--- src/rtl/corr_pkg.sv ---
package corr_pkg;
  localparam int TAPS    = 4;
  localparam int CNT_W   = $clog2(TAPS + 1);
  localparam int SEL_W   = $clog2(TAPS);
  localparam int LATENCY = TAPS - 1;
endpackage

--- src/rtl/corr_ref_bank.sv ---
module corr_ref_bank
  import corr_pkg::*;
#(
  parameter int SYM_W = 8
) (
  input  logic                        clk,
  input  logic                        rst,
  input  logic                        we,
  input  logic [SEL_W-1:0]            sel,
  input  logic [SYM_W-1:0]            wdata,
  output logic [TAPS-1:0][SYM_W-1:0]  refs
);
  for (genvar gi = 0; gi < TAPS; gi++) begin : g_ref
    always_ff @(posedge clk) begin
      if (rst)
        refs[gi] <= '0;
      else if (we && (sel == SEL_W'(gi)))
        refs[gi] <= wdata;
    end
  end
endmodule

--- src/rtl/corr_tap_chain.sv ---
module corr_tap_chain
  import corr_pkg::*;
#(
  parameter int SYM_W = 8
) (
  input  logic                        clk,
  input  logic                        rst,
  input  logic                        shift,
  input  logic [SYM_W-1:0]            sym_in,
  input  logic [TAPS-1:0][SYM_W-1:0]  refs,
  output logic [TAPS-1:0]             miss
);
  localparam int HIST = TAPS - 1;

  logic [HIST-1:0][SYM_W-1:0] hist;
  logic [TAPS-1:0][SYM_W-1:0] tapv;

  // history moves one place per accepted sample
  always_ff @(posedge clk) begin
    if (rst) begin
      hist <= '0;
    end else if (shift) begin
      hist[0] <= sym_in;
      for (int i = 1; i < HIST; i++) hist[i] <= hist[i-1];
    end
  end

  always_comb begin
    tapv[0] = sym_in;
    for (int i = 1; i < TAPS; i++) tapv[i] = hist[i-1];
  end

  for (genvar gi = 0; gi < TAPS; gi++) begin : g_cmp
    assign miss[gi] = (tapv[gi] != refs[gi]);
  end
endmodule

--- src/rtl/corr_adder_pipe.sv ---
module corr_adder_pipe
  import corr_pkg::*;
(
  input  logic             clk,
  input  logic             rst,
  input  logic             adv,
  input  logic             in_valid,
  input  logic [TAPS-1:0]  miss,
  output logic             out_valid,
  output logic [CNT_W-1:0] out_count
);
  // stage 1: comparators plus one adder; taps 0 and 1 ride along
  logic       v1;
  logic [1:0] sum1;
  logic [1:0] keep1;
  // stage 2: one adder; tap 0 rides along
  logic       v2;
  logic [1:0] sum2;
  logic       keep2;

  always_ff @(posedge clk) begin
    if (rst) begin
      v1        <= 1'b0;
      v2        <= 1'b0;
      out_valid <= 1'b0;
      sum1      <= '0;
      keep1     <= '0;
      sum2      <= '0;
      keep2     <= 1'b0;
      out_count <= '0;
    end else if (adv) begin
      v1        <= in_valid;
      sum1      <= {1'b0, miss[3]} + {1'b0, miss[2]};
      keep1     <= miss[1:0];
      v2        <= v1;
      sum2      <= sum1 + {1'b0, keep1[1]};
      keep2     <= keep1[0];
      out_valid <= v2;
      out_count <= {1'b0, sum2} + {{(CNT_W-1){1'b0}}, keep2};
    end
  end
endmodule

--- src/rtl/corr_mismatch_top.sv ---
module corr_mismatch_top
  import corr_pkg::*;
#(
  parameter int SYM_W = 8
) (
  input  logic             clk,
  input  logic             rst,
  input  logic             s_valid,
  output logic             s_ready,
  input  logic [SYM_W-1:0] s_sym,
  output logic             m_valid,
  input  logic             m_ready,
  output logic [CNT_W-1:0] m_count,
  input  logic             ref_we,
  input  logic [SEL_W-1:0] ref_sel,
  input  logic [SYM_W-1:0] ref_data
);
  logic                       adv;
  logic                       accept;
  logic [TAPS-1:0][SYM_W-1:0] refs;
  logic [TAPS-1:0]            miss;

  assign adv     = !m_valid || m_ready;
  assign s_ready = adv;
  assign accept  = s_valid && adv;

  corr_ref_bank #(.SYM_W(SYM_W)) u_refs (
    .clk   (clk),
    .rst   (rst),
    .we    (ref_we),
    .sel   (ref_sel),
    .wdata (ref_data),
    .refs  (refs)
  );

  corr_tap_chain #(.SYM_W(SYM_W)) u_taps (
    .clk    (clk),
    .rst    (rst),
    .shift  (accept),
    .sym_in (s_sym),
    .refs   (refs),
    .miss   (miss)
  );

  corr_adder_pipe u_sum (
    .clk       (clk),
    .rst       (rst),
    .adv       (adv),
    .in_valid  (accept),
    .miss      (miss),
    .out_valid (m_valid),
    .out_count (m_count)
  );
endmodule

--- config.mk ---
export PLATFORM = sky130hd
export DESIGN_NAME = corr_mismatch_top
export DESIGN_NICKNAME = d
export VERILOG_FILES = /design/src/rtl/corr_pkg.sv /design/src/rtl/corr_ref_bank.sv /design/src/rtl/corr_tap_chain.sv /design/src/rtl/corr_adder_pipe.sv /design/src/rtl/corr_mismatch_top.sv
export SDC_FILE = /design/constraint.sdc
export NUM_CORES = 1
export LEC_CHECK = 0
export ABC_AREA = 1
export BUFFER_PORTS_ARGS = -buffer_cell sky130_fd_sc_hd__buf_4
export CORE_MARGIN = 2
export CORE_UTILIZATION = 45
export DETAILED_ROUTE_END_ITERATION = 16
export SKIP_CTS_REPAIR_TIMING = 1
export SLEW_MARGIN = 20
export SYNTH_ARGS = -nofsm -noshare
export SYNTH_HDL_FRONTEND = slang
export SYNTH_SLANG_ARGS = --single-unit
--- constraint.sdc ---
create_clock -name clk -period 1.3 [get_ports clk]
set_input_delay 0.26 -clock clk [delete_from_list [all_inputs] [get_ports clk]]
set_output_delay 0.26 -clock clk [all_outputs]
set_load 0.01 [all_outputs]
==> impl_results.md <==
- PD cells: 1320 nW/µm²
- Req. time, crit path: 1.58 ns
- CP Class: reg -> reg
- Slowest stage cell, crit path: dfxtp_1
- M3 GR Usage: 0.0393
- Final slew viol count: 0
- DR vias: 2,443
- Count of final setup violators: 0
- Post-synth cell types: 26
- GPL Wtd Cong: 0.795
- Post-Syn Area per Cell: 7.70 µm²
- Vias in the first global route: 2,274
- Routed Wire Length: 6540 µm
- Status: completed
- Initial antenna violation count: 0
- FP Rows: 29
- Global-route wire length before repair: 11,000 µm
- Commonest non-fill, non-tap cell in the layout: nor2_1
- Drt drc: 0
- GRT Total Usage: 0.197
- RSZ-0062 raised after global routing: yes
- H-tree levels: 3
- CP dominant cell by count: nand2_1
- Met1 GRT Util: 0.269
- Area Growth Syn to Fin: 19.4%
- Max-Cap Viols: 0
- Post-layout worst setup margin: 0.00269 ns
- Drt initial violations: 169
- Ant diodes: 0
- Hold Path End: u_sum.out_valid$_SDFFE_PP0P_
- Crit path from: u_refs.refs[21]$_SDFFE_PP0P_
- Hold depth: 2
- Final Cycle Share: 0.998
- Pre-CTS setup slack: -0.0770 ns
- Largest fanout on the critical path: 2
- Most frequent cells in the layout: nor2_1 (86), dfxtp_1 (62), o21ai_0 (55)
- Crit path time final: 1.30 ns
- Yosys Warn Count: 0
- Vias/cell: 4.87
- Routed len/inst: 13.0 µm
- Die area: 7190 µm²
- Core Util, Final: 0.555
- Sequential share of the synthesized area: 0.471
- Worst Skew: 0.00760 ns
- Dpl hpwl: 4720 µm
- Leak pwr: 1.55 nW
- CP peak stage delay: 0.32 ns
- Post-Synthesis Cells: 381
- Chip width: 84.8 µm
- Slew at the pin with the worst max-slew slack: 0.281 ns
- Clk Latency, worst-skew pair: 0.34 ns
- R2R setup slack: 0.003 ns
- Congestion Overflow GR: 0
- Syn_nets: 408
- Critical R2R Launch: u_refs.refs[21]$_SDFFE_PP0P_
- Delay-heaviest family, CP: simple AND/OR/NAND/NOR gates
- Worst Reg2Reg Path Length in Cells: 7
- M2 GR Usage: 0.302
- Clk pin slew, worst setup/hold paths: 0.07 ns
- DIE HEIGHT: 84.8 µm
- Clk buf depth: 2
- CTS Sinks: 69
- Starting Density: 0.465
- Number of CTS-inserted buffers: 9
- Worst-path cell chain: xnor2_1, nand2_1, nor3_2, nand2_1, ha_2, nor2_2, nor2_1
- Hold Crit Start: rst
- Max Fclk: 771 MHz
- Peak supply drop: 909 µV
- CTS tree: done
- I/O pin cnt: 28
- Root Driver: clkbuf_8
- CP bufs+invs: 0
- PortBufs: 27
- Core Footprint: 6310 µm²
- Worst setup SP type: flop
- Synthesized flop and latch total: 69
- Endpoints failing hold: 0
- Crit path DAT: 1.58 ns
- Largest net degree at the start of global routing: 35
- Hold Crit Class: in -> reg
- Crit path capture type: flop
- Max transition margin: 0.812
- Layout cells sized above 1: 0.200
- Worst r2r dst: u_sum.sum1[0]$_SDFFE_PP0P_
- Post-route ant nets: 0
- Mapped Area: 2940 µm²
- Number of nets in the layout: 448
- Drt first pass iters: 4
- Layer with the highest usage: met2
metrics by stage:
stage	TNS, ns	instance area, µm²	std cells	hold slack [ns]	total power [mW]
after global routing	-0.134	3500	502	0.163	4.85
after CTS	-0.143	3470	502	0.171	4.63
final	0	3500	502	0.169	4.62
after floorplan	0	2940	381	0.395	2.80
after detailed placement	-0.100	3290	487	0.445	3.04
after global placement	-0.0959	3290	487	0.446	3.03
worst max path at each step:
stage                                  to  slack [ns]  cells after the start
2_1_floorplan  u_sum.sum1[0]$_SDFFE_PP0P_        0.08                      7
3_3_place_gp   u_sum.sum1[0]$_SDFFE_PP0P_       -0.07                      7
3_5_place_dp   u_sum.sum1[0]$_SDFFE_PP0P_       -0.08                      7
4_1_cts        u_sum.sum1[0]$_SDFFE_PP0P_       -0.09                      7
5_1_grt        u_sum.sum1[0]$_SDFFE_PP0P_        -0.1                      7
6_report       u_sum.sum1[0]$_SDFFE_PP0P_       0.003                      7
worst reg2reg max path: stages (launching register included):
cell     delay [ns]
dfxtp_1        0.32
xnor2_1        0.15
nand2_1        0.08
nor3_2         0.18
nand2_1        0.08
ha_2           0.32
nor2_2         0.03
nor2_1         0.07
metal layers:
layer  part of all wire  vias up
met4              0.016        0
met1               0.51     1094
met5                  0        -
met2               0.44       35
li1                   -     1305
met3              0.030        9
synth_stat cells:
cell / n / share of area
nor2_1: 87 / 0.11
dfxtp_1: 69 / 0.47
o21ai_0: 55 / 0.094
nand2_1: 44 / 0.056
a21oi_1: 29 / 0.049
inv_1: 21 / 0.027
xnor2_1: 15 / 0.045
nand3_1: 12 / 0.020
xor2_1: 8 / 0.024
clkbuf_1: 5 / 0.0064
inv_2: 5 / 0.0064
buf_2: 4 / 0.0068
buf_6: 4 / 0.015
ha_1: 4 / 0.017
nor3_1: 4 / 0.0068
nand2_4: 3 / 0.012
o21ai_1: 2 / 0.0034
o21ai_2: 2 / 0.0060
a21oi_2: 1 / 0.0030
buf_4: 1 / 0.0026
clkbuf_2: 1 / 0.0017
clkinv_1: 1 / 0.0013
clkinv_4: 1 / 0.0030
nand2_2: 1 / 0.0021
nor2_4: 1 / 0.0038
nor3_4: 1 / 0.0055
state kept, by name, summed over array words and instances, names as in the netlist, 2 cells and up:
| name | count |
|---|---|
| u_sum.out_count | 3 |
| u_sum.sum1 | 2 |
| u_taps.hist | 24 |
| u_refs.refs | 32 |
| u_sum.keep1 | 2 |
| u_sum.sum2 | 2 |
cell type report:
cell class | instances | area, µm²
sequential | 69 | 1390
fill | 622 | 2810
multi-input combinational | 269 | 1380
clock inverter | 1 | 5.00
tap | 77 | 96.3
timing repair buffer | 44 | 355
clock buffer | 14 | 173
inverter | 28 | 110
where the power goes:
group,total [mW],internal (mW),switching (mW)
Clock,1.60,0.838,0.766
Combinational,0.664,0.303,0.360
Sequential,2.35,2.26,0.0905
cell families after synthesis:
logic type | Yosys count | synth area share
adder cells (fa/ha/maj) | 4 | 0.0171
XOR/XNOR | 23 | 0.0686
flip-flops | 69 | 0.471
AO/OA/AOI/OAI | 89 | 0.156
buffers and inverters | 43 | 0.0703
AND/OR/NAND/NOR | 153 | 0.218
Power figures use the tool's default switching activity.
